### src/rtl/exc_vec_pkg.sv
package exc_vec_pkg;
  localparam int CODE_W = 5;

  localparam logic [CODE_W-1:0] K_INT   = 5'd0;
  localparam logic [CODE_W-1:0] K_TLBL  = 5'd2;
  localparam logic [CODE_W-1:0] K_TLBS  = 5'd3;
  localparam logic [CODE_W-1:0] K_NMI   = 5'd28;
  localparam logic [CODE_W-1:0] K_SRST  = 5'd29;
  localparam logic [CODE_W-1:0] K_CACHE = 5'd30;

  localparam logic [31:0] BOOT_BASE   = 32'hBFC0_0200;
  localparam logic [31:0] RESET_VEC   = 32'hBFC0_0000;
  localparam logic [31:0] OFF_GENERAL = 32'h0000_0180;
  localparam logic [31:0] OFF_REFILL  = 32'h0000_0000;
  localparam logic [31:0] OFF_IRQ     = 32'h0000_0200;
  localparam logic [31:0] OFF_CERR_B  = 32'h0000_0100;
  localparam logic [31:0] OFF_CERR_N  = 32'h2000_0100;

  typedef struct packed {
    logic epc_we;
    logic errepc_we;
    logic bd_we;
    logic exl_set;
    logic erl_set;
    logic bev_set;
    logic cause_we;
    logic ksu_clear;
  } strobe_t;

  function automatic logic is_reset_class(input logic [CODE_W-1:0] k);
    return (k == K_NMI) || (k == K_SRST);
  endfunction
endpackage

### src/rtl/exc_irq_vector.sv
module exc_irq_vector #(
  parameter int LINES = 8,
  parameter int SP_W  = 5,
  parameter int OFF_W = 32
) (
  input  logic [LINES-1:0] pending,
  input  logic [LINES-1:0] mask,
  input  logic [SP_W-1:0]  spacing,
  input  logic             bev,
  input  logic             iv,
  output logic [OFF_W-1:0] offset,
  output logic [$clog2(LINES)-1:0] vec_idx
);
  import exc_vec_pkg::*;
  localparam int IDX_W = $clog2(LINES);
  localparam int STEP_SHIFT = 5;

  function automatic logic [IDX_W-1:0] top_index(input logic [LINES-1:0] v);
    logic [IDX_W-1:0] r;
    r = '0;
    for (int i = 0; i < LINES; i++) begin
      if (v[i]) r = IDX_W'(i);
    end
    return r;
  endfunction

  function automatic logic [OFF_W-1:0] spaced_off(input logic [IDX_W-1:0] idx,
                                                  input logic [SP_W-1:0] sp);
    return OFF_W'(OFF_IRQ) + OFF_W'(idx) * (OFF_W'(sp) << STEP_SHIFT);
  endfunction

  logic [LINES-1:0] live;
  assign live    = pending & mask;
  assign vec_idx = top_index(live);

  always_comb begin
    if (!iv)                        offset = OFF_W'(OFF_GENERAL);
    else if (bev || spacing == '0)  offset = OFF_W'(OFF_IRQ);
    else                            offset = spaced_off(vec_idx, spacing);
  end


  always_comb begin
    vec_top_chk: assert (live == '0 || live[vec_idx])
      else $error("selected vector line is not live");
  end
endmodule

### src/rtl/exc_offset_sel.sv
module exc_offset_sel #(
  parameter int OFF_W = 32
) (
  input  logic [4:0]       kind,
  input  logic             refill,
  input  logic             exl,
  input  logic             bev,
  input  logic [OFF_W-1:0] irq_off,
  output logic [OFF_W-1:0] offset
);
  import exc_vec_pkg::*;

  logic tlb_kind;
  assign tlb_kind = (kind == K_TLBL) || (kind == K_TLBS);

  always_comb begin
    if (kind == K_INT)                      offset = irq_off;
    else if (kind == K_CACHE)               offset = bev ? OFF_W'(OFF_CERR_B) : OFF_W'(OFF_CERR_N);
    else if (tlb_kind && refill && !exl)    offset = OFF_W'(OFF_REFILL);
    else                                    offset = OFF_W'(OFF_GENERAL);
  end
endmodule

### src/rtl/exc_vector_ctrl.sv
module exc_vector_ctrl
  import exc_vec_pkg::*;
#(
  parameter int PC_W       = 32,
  parameter int IRQ_LINES  = 8,
  parameter int SPACE_W    = 5,
  parameter int BASE_ALIGN = 10
) (
  input  logic                 clk,
  input  logic                 rst_n,
  input  logic                 req_valid,
  input  logic [CODE_W-1:0]    req_kind,
  input  logic                 req_refill,
  input  logic                 req_in_slot,
  input  logic [PC_W-1:0]      req_pc,
  input  logic                 st_exl,
  input  logic                 st_bev,
  input  logic                 cause_iv,
  input  logic [SPACE_W-1:0]   int_spacing,
  input  logic [IRQ_LINES-1:0] int_pending,
  input  logic [IRQ_LINES-1:0] int_mask,
  input  logic [PC_W-1:0]      exc_base,
  output logic                 ack,
  output logic [PC_W-1:0]      handler_pc,
  output logic [PC_W-1:0]      ret_pc,
  output logic                 epc_we,
  output logic                 errepc_we,
  output logic                 bd_we,
  output logic                 bd_val,
  output logic                 exl_set,
  output logic                 erl_set,
  output logic                 bev_set,
  output logic                 cause_we,
  output logic [CODE_W-1:0]    exc_code,
  output logic                 ksu_clear
);
  localparam int IDX_W = $clog2(IRQ_LINES);
  localparam logic [PC_W-1:0] ALIGN_MASK = ~((PC_W'(1) << BASE_ALIGN) - PC_W'(1));
  localparam logic [PC_W-1:0] INSN_BYTES = PC_W'(4);

  // named internal events
  logic             reset_class;
  logic             first_entry;
  logic [PC_W-1:0]  vec_base;
  logic [PC_W-1:0]  irq_off;
  logic [PC_W-1:0]  sel_off;
  logic [IDX_W-1:0] irq_idx;
  logic [PC_W-1:0]  nxt_handler;
  logic [PC_W-1:0]  nxt_ret;
  strobe_t          nxt_strb;
  strobe_t          strb_q;

  exc_irq_vector #(.LINES(IRQ_LINES), .SP_W(SPACE_W), .OFF_W(PC_W)) u_irq (
    .pending (int_pending),
    .mask    (int_mask),
    .spacing (int_spacing),
    .bev     (st_bev),
    .iv      (cause_iv),
    .offset  (irq_off),
    .vec_idx (irq_idx)
  );

  exc_offset_sel #(.OFF_W(PC_W)) u_off (
    .kind    (req_kind),
    .refill  (req_refill),
    .exl     (st_exl),
    .bev     (st_bev),
    .irq_off (irq_off),
    .offset  (sel_off)
  );

  assign reset_class = is_reset_class(req_kind);
  assign first_entry = !reset_class && !st_exl;
  assign vec_base    = st_bev ? PC_W'(BOOT_BASE) : (exc_base & ALIGN_MASK);
  assign nxt_handler = reset_class ? PC_W'(RESET_VEC) : vec_base + sel_off;
  assign nxt_ret     = req_in_slot ? req_pc - INSN_BYTES : req_pc;

  always_comb begin
    nxt_strb.epc_we    = first_entry;
    nxt_strb.bd_we     = first_entry;
    nxt_strb.exl_set   = first_entry;
    nxt_strb.errepc_we = reset_class;
    nxt_strb.erl_set   = reset_class;
    nxt_strb.bev_set   = reset_class;
    nxt_strb.cause_we  = !reset_class;
    nxt_strb.ksu_clear = reset_class || first_entry;
  end

  always_ff @(posedge clk or negedge rst_n) begin
    if (!rst_n) begin
      ack        <= 1'b0;
      strb_q     <= '0;
      handler_pc <= '0;
      ret_pc     <= '0;
      bd_val     <= 1'b0;
      exc_code   <= '0;
    end else begin
      ack    <= req_valid;
      strb_q <= req_valid ? nxt_strb : '0;
      if (req_valid) begin
        handler_pc <= nxt_handler;
        ret_pc     <= nxt_ret;
        bd_val     <= req_in_slot;
        exc_code   <= req_kind;
      end
    end
  end

  assign epc_we    = strb_q.epc_we;
  assign errepc_we = strb_q.errepc_we;
  assign bd_we     = strb_q.bd_we;
  assign exl_set   = strb_q.exl_set;
  assign erl_set   = strb_q.erl_set;
  assign bev_set   = strb_q.bev_set;
  assign cause_we  = strb_q.cause_we;
  assign ksu_clear = strb_q.ksu_clear;


  ack_follows_req_chk: assert property (@(posedge clk) disable iff (!rst_n)
    req_valid |=> ack);

  strobe_needs_ack_chk: assert property (@(posedge clk) disable iff (!rst_n)
    !ack |-> (strb_q == '0));

  nested_no_epc_chk: assert property (@(posedge clk) disable iff (!rst_n)
    req_valid && st_exl |=> !epc_we && !exl_set);

  ret_slot_chk: assert property (@(posedge clk) disable iff (!rst_n)
    req_valid |=> ret_pc == ($past(req_in_slot) ? $past(req_pc) - INSN_BYTES : $past(req_pc)));

  reset_vec_chk: assert property (@(posedge clk) disable iff (!rst_n)
    errepc_we |-> handler_pc == PC_W'(RESET_VEC) && !cause_we && !epc_we);

  one_save_chk: assert property (@(posedge clk) disable iff (!rst_n)
    $countones({epc_we, errepc_we}) <= 1);
endmodule

### config.mk
export PLATFORM = sky130hd
export DESIGN_NAME = exc_vector_ctrl
export DESIGN_NICKNAME = d
export VERILOG_FILES = /design/src/rtl/exc_vec_pkg.sv /design/src/rtl/exc_irq_vector.sv /design/src/rtl/exc_offset_sel.sv /design/src/rtl/exc_vector_ctrl.sv
export SDC_FILE = /design/constraint.sdc
export NUM_CORES = 1
export LEC_CHECK = 0
export ABC_CLOCK_PERIOD_IN_PS = 800
export BUFFER_PORTS_ARGS = -buffer_cell sky130_fd_sc_hd__buf_2
export CORE_MARGIN = 2
export CORE_UTILIZATION = 45
export CTS_CLUSTER_SIZE = 20
export DETAILED_ROUTE_END_ITERATION = 10
export GPL_TIMING_DRIVEN = 0
export PLACE_DENSITY = 0.89
export SETUP_SLACK_MARGIN = 0.02
export SYNTH_ARGS = -nofsm -noshare
export SYNTH_HDL_FRONTEND = slang
export SYNTH_SLANG_ARGS = --single-unit
export TNS_END_PERCENT = 50
### constraint.sdc
create_clock -name clk -period 0.8 [get_ports clk]
set_input_delay 0 -clock clk [delete_from_list [all_inputs] [get_ports clk]]
set_output_delay 0 -clock clk [all_outputs]
set_load 0.1 [all_outputs]
# ---- Yosys cells after proc, flatten, opt, wreduce, memory -nomap -nowiden
# Index checks and enable logic that the tools add are counted.
dict set report totals {
  word_cells 51
  inputBits 98
  regBits 79
  output_inout_bits 79
}
dict set report op_classes {
  n_addsub 3
  n_reduce_logical 11
  n_bitwise 1
  eq_ne 5
  multipliers 1
  mux 17
}
# operator count
set op_table {}
lappend op_table {{32-bit 2-to-1 mux} 7}
lappend op_table {{10-bit by 32-bit adder with 32-bit output (first input constant)} 1}
lappend op_table {{32-bit adder} 1}
lappend op_table {{32-bit by 3-bit subtractor with 32-bit output (second input constant)} 1}
lappend op_table {{30-bit 2-to-1 mux} 1}
lappend op_table {{3-bit 2-to-1 mux} 6}
lappend op_table {{5-bit == test (second input constant)} 3}
lappend op_table {{5-bit by 2-bit == test with 1-bit output (second input constant)} 2}
lappend op_table {{5-bit logical NOT} 2}
lappend op_table {{9-bit 2-to-1 mux} 1}
lappend op_table {{8-bit bitwise AND} 1}
lappend op_table {{3-bit by 5-bit multiplier with 8-bit output} 1}
lappend op_table {{8-bit 2-to-1 mux} 1}
lappend op_table {{1-bit logical OR} 4}
lappend op_table {{1-bit logical AND} 3}
lappend op_table {{1-bit logical NOT} 2}
lappend op_table {{1-bit 2-to-1 mux} 1}

# ---- Longest topological paths before layout
# Gate-level depths: netlist (run 1).
dict set report logic_depth {
  word_depth 15
  depth_mapped 21
}

# ---- By module
# A second synthesis (run 1) with hierarchy kept.
dict set report unflattened {
  hier_cells 637
  area_unflattened_um2 5521.5
}
# mod area_per_inst_um2 instances cells_per_inst seq_area_each_um2
set modules_own_cells {}
lappend modules_own_cells {exc_vector_ctrl 4485.6 1 486 1876.8}
lappend modules_own_cells {exc_irq_vector 763.2 1 109 0.0}
lappend modules_own_cells {exc_offset_sel 272.8 1 42 0.0}

# ---- Worst setup path after synthesis (run 1)
# No wires, ideal clock.
dict set report synth_path {
  path_kind {input port to flip-flop}
  start {input port int_pending[2]}
  end {register handler_pc[28]}
  t_arrival_ns 4.258
  setup_slack_ns -3.552
  cell_stages 21
  setup_time_ns 0.094
  t_required_ns 0.706
  path_cell_list {nand2_1 a32o_1 a22o_1 a22o_1 nand2_1 fa_1 inv_1 ha_1 inv_1 fa_1 nor2b_1 o21ai_0 nor3b_1 nor4bb_1 mux2i_1 ha_1 a21o_1 a21oi_1 a2111oi_0 a311oi_1 a211oi_1}
}
dict set report synth_between {
  elab_chain_cells 14
}
# element line_no
set synth_lines {}
lappend synth_lines {{start: declaration} exc_vector_ctrl.sv:20} ;# input logic [IRQ_LINES-1:0] int_pending,
lappend synth_lines {{8-bit bitwise AND} exc_irq_vector.sv:33} ;# assign live = pending & mask;
lappend synth_lines {{3-bit 2-to-1 mux (6 in a row)} exc_irq_vector.sv:22} ;# if (v[i]) r = IDX_W'(i);
lappend synth_lines {{3-bit by 5-bit multiplier with 8-bit output} exc_irq_vector.sv:29} ;# return OFF_W'(OFF_IRQ) + OFF_W'(idx) * (OFF_W'(sp) << STEP_SHIFT);
lappend synth_lines {{10-bit by 32-bit adder with 32-bit output} exc_irq_vector.sv:29}
lappend synth_lines {{32-bit 2-to-1 mux} exc_irq_vector.sv:38} ;# else if (bev || spacing == '0) offset = OFF_W'(OFF_IRQ);
lappend synth_lines {{32-bit 2-to-1 mux} exc_irq_vector.sv:37} ;# if (!iv) offset = OFF_W'(OFF_GENERAL);
lappend synth_lines {{32-bit 2-to-1 mux} exc_offset_sel.sv:17} ;# if (kind == K_INT) offset = irq_off;
lappend synth_lines {{32-bit adder} exc_vector_ctrl.sv:75} ;# assign nxt_handler = reset_class ? PC_W'(RESET_VEC) : vec_base + sel_off;
lappend synth_lines {{32-bit 2-to-1 mux} exc_vector_ctrl.sv:75}
lappend synth_lines {{end signal: assignment} exc_vector_ctrl.sv:101} ;# handler_pc <= nxt_handler;
lappend synth_lines {{end: declaration} exc_vector_ctrl.sv:24} ;# output logic [PC_W-1:0] handler_pc,
# No other way between the ends.
# A chain may end at the register's enable or synchronous reset.

# ---- Final worst setup path (run 1)
dict set report layout_path {
  start {input port int_mask[1]}
  end {register handler_pc[20]}
}
dict set report layout_between {
  elab_chain_cells 15
}
# element line_no
set layout_lines {}
lappend layout_lines {{start: declaration} exc_vector_ctrl.sv:21} ;# input logic [IRQ_LINES-1:0] int_mask,
lappend layout_lines {{8-bit bitwise AND} exc_irq_vector.sv:33}
lappend layout_lines {{1-bit 2-to-1 mux} exc_irq_vector.sv:22}
lappend layout_lines {{3-bit 2-to-1 mux (6 in a row)} exc_irq_vector.sv:22}
lappend layout_lines {{3-bit by 5-bit multiplier with 8-bit output} exc_irq_vector.sv:29}
lappend layout_lines {{10-bit by 32-bit adder with 32-bit output} exc_irq_vector.sv:29}
lappend layout_lines {{32-bit 2-to-1 mux} exc_irq_vector.sv:38}
lappend layout_lines {{32-bit 2-to-1 mux} exc_irq_vector.sv:37}
lappend layout_lines {{32-bit 2-to-1 mux} exc_offset_sel.sv:17}
lappend layout_lines {{32-bit adder} exc_vector_ctrl.sv:75}
lappend layout_lines {{32-bit 2-to-1 mux} exc_vector_ctrl.sv:75}
# No other way between the ends.

==> metrics.md, run 1 <==
| Metric | Value |
|---|---|
| Number of global-route vias before repair | 5826 |
| Fin nets | 861 |
| Pwr Density | 1620 mW/mm2 |
| Hold Path Class | in -> async |
| Syn avg cell area | 9.39 um2 |
| Pleak | 3.73 nW |
| DIE HEIGHT | 103 um |
| Max Buffers Root-to-Sink | 2 |
| First-pass GRT wire length | 30000 um |
| Ys Warns | 0 |
| Final period util | 552% |
| Initial antenna violation count | 0 |
| First DRT Iteration DRCs | 361 |
| Clock transition at path regs | 90 ps |
| # DRC | 0 |
| Post-synth EDFFs | 0 |
| Final worst slack | -3610 ps |
| Root buffer cell | clkbuf_8 |
| Post-synthesis register bit count | 70 |
| Die area | 0.0107 mm2 |
| CP required | 1020 ps |
| TritonRoute pass-1 iters | 5 |
| Share of cells above drive strength 1 | 52.1% |
| Sequential share of the synthesized area | 39.5% |
| Max Fanout on Critical Path | 4 |
| Core area | 0.00968 mm2 |
| Top_reg_cell synth | dfrtp_1 |
| Cell mode on critical path | buf_6 |
| H-tree depth | 3 |
| Register area | 0.00182 mm2 |
| Ys async rst share | 100% |
| CTS Buf Count | 9 |
| Drt wl/cell | 25.8 um |
| Relative slew margins | 35.3% |
| Pre-CTS setup slack | -3990 ps |
| Peak supply drop | 1.29 mV |
| Top cells by area, synth | dfrtp_1 40%, xnor2_1 4.9%, a21oi_1 4.7% |
| Crit path capture type | register |
| Starting Density | 45.8% |
| Top-Level Pins | 177 |
| Top cell type's share of synthesized area | 39.5% |
| FILL cells | 362 |
| CP max stage cell | fa_1 |
| Number of port buffers | 159 |
| Total global-route track usage | 37.5% |
| Final ANT Viol Nets | 0 |
| DR vias/cell | 6.35 |
| Shortest period the worst path allows | 4410 ps |
| RSZ-0062 raised after global routing | true |
| Cell variety after synth | 63 |
| Total global routing overflow | 0 |
| FMAX | 227 MHz |
| Max Cap Viol | 0 |
| Final hold slack | -222 ps |
| Die W | 103 um |
| Post-synth top area cell | dfrtp_1 |
| Placed Area | 0.00587 mm2 |
| Via count | 5590 |
| Mapped cell area | 0.00443 mm2 |
| Final setup violation count | 141 |
| RD Place Congestion | 0.908 |
| Footprint of the multi-input gates | 0.00318 mm2 |
| Clk_lat worst skew | 340 ps |
| Final Skew | 0 ps |
| Final hold violations | 71 |
| Post-route cell area | 0.00866 mm2 |
| Failing checks | negative hold slack, negative setup slack |
| Crit-path cells | buf_6 -> a32o_1 -> a22o_1 -> a22o_4 -> nand2_2 -> fa_1 -> inv_2 -> ha_4 -> inv_2 -> fa_2 -> nor2b_2 -> o21ai_2 -> nor3b_4 -> nor4bb_2 -> mux2i_1 -> ha_2 -> a21o_1 -> a21oi_4 -> buf_6 -> buf_6 -> a211oi_4 -> xnor2_2 -> o2bb2ai_1 |
| Status | finished, violations left |
| Final HPWL from detailed placement | 10300 um |
| Worst-margin pin slew | 971 ps |
| Setup crit start kind | primary input |
| TritonCTS clock tree | built |
| Post-Synthesis Cells | 472 |
| Largest net degree at the start of global routing | 71 |
| WP data arrival | 4630 ps |
| Crit path kind | in -> reg |
| Synthesis-to-layout area growth | 95.3% |
| Synth cell count leaders | 70 x dfrtp_1, 55 x nor2_1, 42 x a21oi_1 |
| Max-slew violation count | 0 |
| Most frequent cell after synthesis | dfrtp_1 |
| Row cnt | 36 |
| Clock Sinks | 70 |
| Detailed-route wire length | 22700 um |
| Crit-path max cell delay | 410 ps |
==> routing by layer <==
layer	global-route usage [%]	wire [um]	vias to the layer above
met5	0	0	-
li1	-	-	2234
met2	67.5	11700	465
met4	21.2	1810	0
met3	9.07	2010	167
met1	40.1	7130	2724
==> layout by cell type, fill, tap and decap left out, types with 9 or more instances in the layout <==
cell           Yosys  final
buf_12             0     79
buf_2              0     73
nor2_1            55     51
dfrtp_1           70     51
buf_4              9     44
dlygate4sd3_1      0     36
buf_6              2     29
a21oi_1           42     28
nand2_1           30     24
xnor2_1           25     18
dfrtp_4            0     17
xor2_1            14     12
a21oi_2            0     11
clkbuf_8           0     11
clkbuf_1          15     10
inv_1             16      9
mux2_2             9      9
==> critical path, delay by kind of cell <==
kind	cells	cell delay, ps
adders and majority gates	4	1280
xor gates and xnor gates	1	360
buffers and inverters	5	470
and+or+nand+nor	4	720
muxes	1	340
AOI/OAI and AO/OA	8	1450
==> flip-flops by register name, summed over array words and instances (netlist names) <==
name	count
ret_pc	32
handler_pc	27
exc_code	5
ack	1
bd_val	1
bd_we	1
bev_set	1
cause_we	1
ksu_clear	1
==> metrics by stage <==
step | power (mW) | util, % | instances | setup TNS [ps]
detailed placement | 8.82 | 60.6 | 768 | -121730
global placement | 8.70 | 60.6 | 768 | -165200
CTS | 13.3 | 84.4 | 865 | -98900
global route | 14.4 | 89.4 | 880 | -114760
floorplan | 7.73 | - | 476 | -97740
finish | 14.0 | 89.4 | 881 | -108510
==> layout make-up <==
cell class / count / area share [%]
multi-input combinational: 360 / 36.7
clock buffer: 14 / 1.88
tap: 133 / 1.92
timing repair buffer: 260 / 34.7
buffer: 24 / 2.30
sequential: 70 / 21.0
antenna: 1 / 0.0289
inverter: 18 / 1.08
clock inverter: 1 / 0.347
==> kinds of logic after synthesis <==
family                   Yosys count  synth area share [%]
AO/OA/AOI/OAI                    113                  17.3
multiplexers                      10                  2.51
adder cells (fa/ha/maj)           20                  6.49
flip-flops                        70                  39.5
AND/OR/NAND/NOR                  172                  20.8
other                              1                0.0846
XOR/XNOR                          40                  8.24
buffers and inverters             46                  5.00
==> timing repair <==
item / 4_1_cts / 5_1_grt
setup endpoints to repair: 142 / 142
hold buffers: 35 / 1
setup buffers: 47 / 18
gates cloned: 2 / 0
resized for setup: 366 / 76
pin swaps: 75 / 57
endpoints found under the hold margin: 107 / 72
==> worst paths after layout <==
path	cells after the start	slack (ps)	to	start
max	23	-3610	handler_pc[20]	int_mask[1]
min	1	-220	ret_pc[24]	rst_n
max reg2reg	2	-170	ret_pc[3]	ret_pc[3]
min reg2reg	1	560	handler_pc[19]	handler_pc[19]
max in group asynchronous	1	250	bev_set	rst_n
min in group clk	3	0	exc_code[2]	req_kind[2]
==> power by group <==
part / internal (mW) / switching (mW) / leakage, nW
logic: 2.46 / 4.09 / 2.84
registers: 3.89 / 0.413 / 0.797
clock network: 1.61 / 1.53 / 0.0968
Power figures use the tool's default switching activity.
==> run 2, diff against run 1 <==
Settings changed: CORE_UTILIZATION 45 to 46, CTS_BUF_LIST set to sky130_fd_sc_hd__clkbuf_4 sky130_fd_sc_hd__clkbuf_8, PLACE_DENSITY 0.89 to 0.9.
==> run 2 against run 1 <==
Against the previous run:
- the run still ends with negative hold slack, negative setup slack left
- flip-flop and latch count did not move
- first-iteration DRC count rose by 60%
- fmax rose by 4.2%
- combinational power rose by 5.3%
- power rose by 5.0%
- clock power rose by 12%
- hold slack got worse by 7.0 ps
- global-route usage rose by 1.4 points
- die area fell by 2.1%
- cell area rose by 0.48%
- utilization rose by 4.3 points
- largest cell class is now multi-input combinational cells
- highest routed layer unchanged
==> metrics.md, run 2 (same netlist as run 1, synthesis figures left out) <==
| Metric | Value |
|---|---|
| Crit-path max cell delay | 430 ps |
| Pleak | 3.72 nW |
| Fin nets | 857 |
| Number of global-route vias before repair | 5825 |
| TritonCTS clock tree | built |
| First DRT Iteration DRCs | 578 |
| DR vias/cell | 6.63 |
| Worst r2r dst | ret_pc[24] |
| Max Buffers Root-to-Sink | 2 |
| FMAX | 236 MHz |
| R2R depth | 2 |
| Worst r2r src | ret_pc[24] |
| Final period util | 529% |
| Final HPWL from detailed placement | 10100 um |
| Clk_lat worst skew | 360 ps |
| Peak supply drop | 1.38 mV |
| RSZ-0062 raised after global routing | true |
| Clock transition at path regs | 100 ps |
| Sw Share | 43.6% |
| TritonRoute pass-1 iters | 6 |
| Max Fanout on Critical Path | 4 |
| Final hold slack | -229 ps |
| Die W | 102 um |
| Share of cells above drive strength 1 | 53.4% |
| Fin cells | 873 |
| Post-route cell area | 0.00870 mm2 |
| # DRC | 0 |
| Cell internal pwr | 8.29 mW |
| Root buffer cell | clkbuf_8 |
| Comb power frac | 46.9% |
| Total global-route track usage | 38.8% |
| Final Skew | 0 ps |
| Top reg by flops | ret_pc |
| Sw Pwr | 6.41 mW |
| Shortest period the worst path allows | 4230 ps |
| Top-Level Pins | 177 |
| Die area | 0.0104 mm2 |
| Largest net degree at the start of global routing | 71 |
| Clk pwr share | 23.7% |
| Failing checks | negative hold slack, negative setup slack |
| Placed Area | 0.00587 mm2 |
| R2R Setup Slk | -230 ps |
| Via count | 5786 |
| Synthesis-to-layout area growth | 96.2% |
| CP max stage cell | fa_1 |
| Largest regs | ret_pc: 32 flops, handler_pc: 27 flops, exc_code: 5 flops |
| Drt wl/cell | 28.5 um |
| Final worst slack | -3430 ps |
| Total global routing overflow | 0 |
| Core area | 0.00928 mm2 |
| Worst-margin pin slew | 959 ps |
| Sequential share of power | 29.3% |
| Status | finished, violations left |
| Final Util | 93.7% |
| Pre-CTS setup slack | -3970 ps |
| Crit path kind | in -> reg |
| Crit-path cells | buf_6 -> a32o_1 -> a22o_1 -> a22o_1 -> nand2_1 -> fa_1 -> inv_2 -> ha_4 -> inv_2 -> fa_2 -> nor2b_2 -> o21ai_2 -> nor3b_4 -> nor4bb_2 -> mux2i_1 -> ha_2 -> a21o_1 -> a21oi_4 -> a2111oi_4 -> or3_1 -> a32o_1 |
| Detailed-route wire length | 24900 um |
| Commonest non-fill, non-tap cell in the layout | buf_12 |
| Setup crit start kind | primary input |
| Ant. Diodes | 0 |
| RD Place Congestion | 0.924 |
| Max Cap Viol | 0 |
| Most frequent cells in the layout | 80 x buf_12, 74 x buf_2, 50 x nor2_1, 50 x dfrtp_1, 45 x buf_4 |
| DIE HEIGHT | 102 um |
| CTS Buf Count | 9 |
| Final ANT Viol Nets | 0 |
| Placed cells | 764 |
| Final hold violations | 70 |
| Max-slew violation count | 0 |
| Row cnt | 35 |
| Max reg flops | 32 |
| Relative slew margins | 36.1% |
| H-tree depth | 3 |
| Number of port buffers | 159 |
| Hold Path Class | in -> async |
| Final setup violation count | 140 |
| Total power | 14.7 mW |
| Starting Density | 47.7% |
| Clock Sinks | 70 |
| CP required | 1060 ps |
| Pwr Density | 1690 mW/mm2 |
| First-pass GRT wire length | 30500 um |
| WP data arrival | 4490 ps |
| Initial antenna violation count | 0 |
| Crit path capture type | register |
run 2: area by class of cell:
type | count | area, um2
timing repair buffer | 256 | 2920
clock inverter | 6 | 86.3
fill | 265 | 587
multi-input combinational | 360 | 3280
buffer | 24 | 200
inverter | 18 | 93.8
clock buffer | 10 | 131
sequential | 70 | 1820
tap | 129 | 161
run 2: worst max-delay path, delay by kind of cell:
kind | cells | cell delay [ps]
compound gates | 8 | 1640
fa+ha+maj | 4 | 1250
buf+inv | 3 | 230
mux | 1 | 270
simple gates | 5 | 1090
run 2: how the worst max path moves through the flow:
stage / slack [ps] / end / cells after the start / from
after global placement: -3780 / handler_pc[22] / 19 / int_pending[4]
final: -3430 / handler_pc[30] / 21 / int_mask[1]
after CTS: -3220 / handler_pc[30] / 21 / int_mask[1]
after global routing: -3570 / handler_pc[26] / 23 / int_pending[2]
after floorplan: -3310 / handler_pc[30] / 21 / int_pending[2]
after detailed placement: -3970 / handler_pc[24] / 19 / int_pending[4]
run 2: routing by layer:
layer / track usage [%] / part of all wire, % / up-vias / wire (um)
met5: 0 / 0 / - / 0
met1: 40.3 / 30 / 2734 / 7370
met3: 9.58 / 11 / 248 / 2720
met4: 21.6 / 11 / 0 / 2780
met2: 71.3 / 48 / 582 / 12000
li1: - / - / 2222 / -
run 2: repair_timing:
item                                    4_1_cts  5_1_grt
endpoints found under the hold margin       102       71
hold buffers                                 32        1
pin swaps                                    72       65
buffers inserted                             43       23
resized for setup                           356       89
endpoints found under the setup margin      142      142
run 2: power groups by stage:
stage          combinational (mW)  sequential (mW)  clock, mW
6_report                     6.90             4.31       3.49
5_1_grt                      7.06             4.33       3.54
4_1_cts                      6.04             4.25       3.27
3_5_place_dp                 4.70             4.13          0
3_3_place_gp                 4.60             4.11          0
2_1_floorplan                1.37             6.36          0
run 2: stage by stage:
step	TNS (ps)	hold slack (ps)
global route	-114060	-149
floorplan	-97740	-296
global placement	-163890	124
detailed placement	-121270	134
finish	-108960	-229
CTS	-99230	-202
==> run 3, diff against run 2 <==
Settings changed: TNS_END_PERCENT 50 to not set.
==> run 3 against run 2 <==
Against the previous run:
- the run now fails in 5_1_grt
- area after synthesis unchanged
- synthesized cell count is the same
==> metrics.md, run 3 <==
| Metric | Value |
|---|---|
| Status | did not finish |
| Fail Step | 5_1_grt |
| Tool error | [ERROR DPL-0033] detailed placement checks failed during check placement. |
| Final HPWL from detailed placement | 9750 um |
| Worst_ep grt | handler_pc[30]$_DFFE_PN0P_/D |
| Placed cells | 764 |
| Sequential share of the synthesized area | 39.5% |
| Initial antenna violation count | 1 |
| RD Place Congestion | 0.878 |
| Most frequent cell after synthesis | dfrtp_1 |
| Top-Level Pins | 177 |
| Root buffer cell | clkbuf_8 |
| Starting Density | 47.7% |
| Post-synthesis register bit count | 70 |
| Post-synth top area cell | dfrtp_1 |
| Cell variety after synth | 63 |
| Die W | 102 um |
| Syn avg cell area | 9.39 um2 |
| Post-Synthesis Cells | 472 |
| Row cnt | 35 |
| Simple-Gate Fraction of Synth Area | 20.8% |
| Placed Area | 0.00593 mm2 |
| Top cell type's share of synthesized area | 39.5% |
| Top cells by area, synth | dfrtp_1 40%, xnor2_1 4.9%, a21oi_1 4.7% |
| Post-Synth XOR/XNOR Area | 8.24% |
| Max Buffers Root-to-Sink | 2 |
| Post-synth EDFFs | 0 |
| DIE HEIGHT | 102 um |
| Synth cell count leaders | 70 x dfrtp_1, 55 x nor2_1, 42 x a21oi_1 |
| Adder-Cell Fraction of Synth Area | 6.49% |
| H-tree depth | 3 |
| Worst endpoint type | register data pin |
| Ys async rst share | 100% |
| Largest net degree at the start of global routing | 71 |
| Largest family of logic cells by synthesized area | simple AND/OR/NAND/NOR gates |
| Post-synthesis mux area share | 2.51% |
| CTS Buf Count | 9 |
| Top_reg_cell synth | dfrtp_1 |
| Ys Warns | 0 |
| Clock Sinks | 70 |
| Number of port buffers | 159 |
| Compound-Gate Fraction of Synth Area | 17.3% |
| Mapped cell area | 0.00443 mm2 |
-- run 3: cell counts after synthesis --
Identical to the previous run, type by type.
-- run 3: stage by stage --
stage / hold WS [ps] / worst slack [ps] / setup TNS, ps / util [%]
3_5_place_dp: 123 / -3990 / -122240 / 63.9
3_3_place_gp: 125 / -3820 / -167390 / 63.9
4_1_cts: -191 / -3220 / -97490 / 87.8
2_1_floorplan: -296 / -3310 / -92740 / -
-- run 3: cells by family after synthesis --
kind of cell	Yosys count
compound gates	113
simple gates	172
mux	10
xor+xnor	40
buf+inv	46
other cells	1
fa+ha+maj	20
flops	70
-- run 3: what timing repair did --
item / 4_1_cts
gates resized for setup: 334
hold buffers: 35
cloned: 1
buffers inserted: 51
endpoints found under the hold margin: 106
pin swaps: 82
setup endpoints to repair: 142
==> run 4, diff against run 3 <==
Settings changed: ABC_CLOCK_PERIOD_IN_PS 800 to 1040, CORE_UTILIZATION 46 to 35, CTS_BUF_LIST sky130_fd_sc_hd__clkbuf_4 sky130_fd_sc_hd__clkbuf_8 to not set, CTS_CLUSTER_SIZE 20 to not set, PLACE_DENSITY 0.9 to not set, PLACE_DENSITY_LB_ADDON set to 0.15, SETUP_SLACK_MARGIN 0.02 to not set.
Clock period 0.8 ns to 1.04 ns, I/O delays scaled along.
==> run 4 against run 3 <==
Against the previous run:
- the flow now finishes, with violations (negative hold slack, negative setup slack)
==> metrics.md, run 4 (same netlist as run 1, synthesis figures left out) <==
| Metric | Value |
|---|---|
| Status | finished, violations left |
| Failing checks | negative hold slack, negative setup slack |
| Drt wl/cell | 17.0 um |
| Pleak | 3.36 nW |
| Worst-margin pin slew | 632 ps |
| H-tree depth | 3 |
| Final HPWL from detailed placement | 10200 um |
| Max reg flops | 32 |
| Final hold violations | 1 |
| Met2 wire length | 7500 um |
| Crit path kind | in -> reg |
| FMAX | 247 MHz |
| Crit-path leading delay family | compound AO/OA/AOI/OAI gates |
| Synthesis-to-layout area growth | 72.4% |
| Total global routing overflow | 0 |
| Starting Density | 35.4% |
| TritonRoute pass-1 iters | 4 |
| Crit path capture type | register |
| WP buf/inv | 6 |
| Hold Path Class | in -> reg |
| CTS Buf Count | 9 |
| Die area | 0.0136 mm2 |
| Final worst slack | -3010 ps |
| Max Buffers Root-to-Sink | 2 |
| Placed cells | 808 |
| FILL cells | 1071 |
| Clock transition at path regs | 60 ps |
| RSZ-0062 raised after global routing | true |
| Total global-route track usage | 22.5% |
| Detailed-route wire length | 15400 um |
| DIE HEIGHT | 117 um |
| Final Util | 61.1% |
| R2R depth | 1 |
| Placed Area | 0.00585 mm2 |
| Root buffer cell | clkbuf_16 |
| Max Cap Viol | 0 |
| Pre-CTS setup slack | -3690 ps |
| Hold Path Stages | 3 |
| Via count | 4678 |
| Crit-path max cell delay | 420 ps |
| Initial antenna violation count | 0 |
| TritonCTS clock tree | built |
| Largest regs | ret_pc: 32 flops, handler_pc: 27 flops, exc_code: 5 flops |
| Shortest period the worst path allows | 4050 ps |
| Number of port buffers | 159 |
| Fin nets | 844 |
| Ant. Diodes | 0 |
| DR WL met3 | 993 um |
| Number of global-route vias before repair | 4813 |
| Crit-path cells | buf_6 -> a32o_1 -> a22o_1 -> a22o_1 -> nand2_2 -> fa_1 -> inv_2 -> ha_4 -> inv_2 -> fa_2 -> nor2b_2 -> o21ai_2 -> nor3b_4 -> nor4bb_4 -> mux2i_1 -> ha_2 -> a21o_1 -> a21oi_4 -> buf_6 -> buf_6 -> buf_6 -> a2111oi_4 -> xor2_1 -> a21oi_1 |
| First-pass GRT wire length | 23700 um |
| Clk_lat worst skew | 340 ps |
| Setup_tns | -73600 ps |
| Max Fanout on Critical Path | 4 |
| Clock Sinks | 70 |
| Relative slew margins | 57.9% |
| Setup crit start kind | primary input |
| Most frequent cells in the layout | 94 x buf_4, 73 x buf_2, 52 x nor2_1, 52 x dfrtp_1, 36 x buf_6 |
| Pwr Density | 1410 mW/mm2 |
| M1 WL | 6340 um |
| CP Depth | 24 |
| Die W | 117 um |
| Commonest non-fill, non-tap cell in the layout | buf_4 |
| Final ANT Viol Nets | 0 |
| Top-Level Pins | 177 |
| Share of cells above drive strength 1 | 48.4% |
| Post-route cell area | 0.00764 mm2 |
| Final hold slack | -10.4 ps |
| Total power | 10.7 mW |
| # DRC | 0 |
| Final period util | 389% |
| CP required | 1260 ps |
| Peak supply drop | 0.986 mV |
| Top sig layer | met4 |
| Final setup violation count | 53 |
| Row cnt | 41 |
| DR vias/cell | 5.18 |
| WP data arrival | 4270 ps |
| Fin cells | 903 |
| Core area | 0.0125 mm2 |
| Cell mode on critical path | buf_6 |
| Max-slew violation count | 0 |
| First DRT Iteration DRCs | 246 |
| Largest net degree at the start of global routing | 65 |
| Final Skew | 0 ps |
| Top reg by flops | ret_pc |
| CP max stage cell | fa_1 |
| RD Place Congestion | 0.856 |
==> run 4: final cells by class <==
type / instances / area (um2) / share of cell area, %
multi-input combinational: 360 / 3040 / 39.7
timing repair buffer: 241 / 2000 / 26.1
sequential: 70 / 1780 / 23.3
clock buffer: 10 / 239 / 3.13
tap: 172 / 215 / 2.82
buffer: 26 / 193 / 2.52
inverter: 18 / 96.3 / 1.26
clock inverter: 6 / 85.1 / 1.11
==> run 4: power breakdown <==
| part | leakage (nW) | switching (mW) | internal (mW) |
|---|---|---|---|
| Clock | 0.154 | 1.24 | 2.16 |
| Sequential | 0.796 | 0.143 | 2.97 |
| Combinational | 2.41 | 2.94 | 1.30 |
==> run 4: path summary, 6_finish.rpt <==
check | slack, ps | to | startpoint
hold reg to reg | 490 | handler_pc[16] | handler_pc[16]
max in group asynchronous | 430 | bd_we | rst_n
setup reg to reg | 260 | ret_pc[1] | ret_pc[1]
setup / recovery | -3010 | handler_pc[22] | int_mask[1]
hold / removal | -10 | ret_pc[20] | req_pc[20]
min in group asynchronous | 40 | handler_pc[10] | rst_n
==> run 4: what timing repair did <==
action | CTS | global route
buffers inserted | 40 | 8
setup endpoints to repair | 133 | 64
hold buffers | 32 | 2
pin swaps | 61 | 45
cloned | 0 | 0
resized for setup | 172 | 53
hold endpoints to repair | 102 | 2
==> run 4: per-layer routing <==
metal | up-vias | global-route usage (%)
li1 | 2212 | -
met1 | 2255 | 27.8
met2 | 165 | 37.3
met3 | 46 | 5.24
met4 | 0 | 10.5
met5 | - | 0
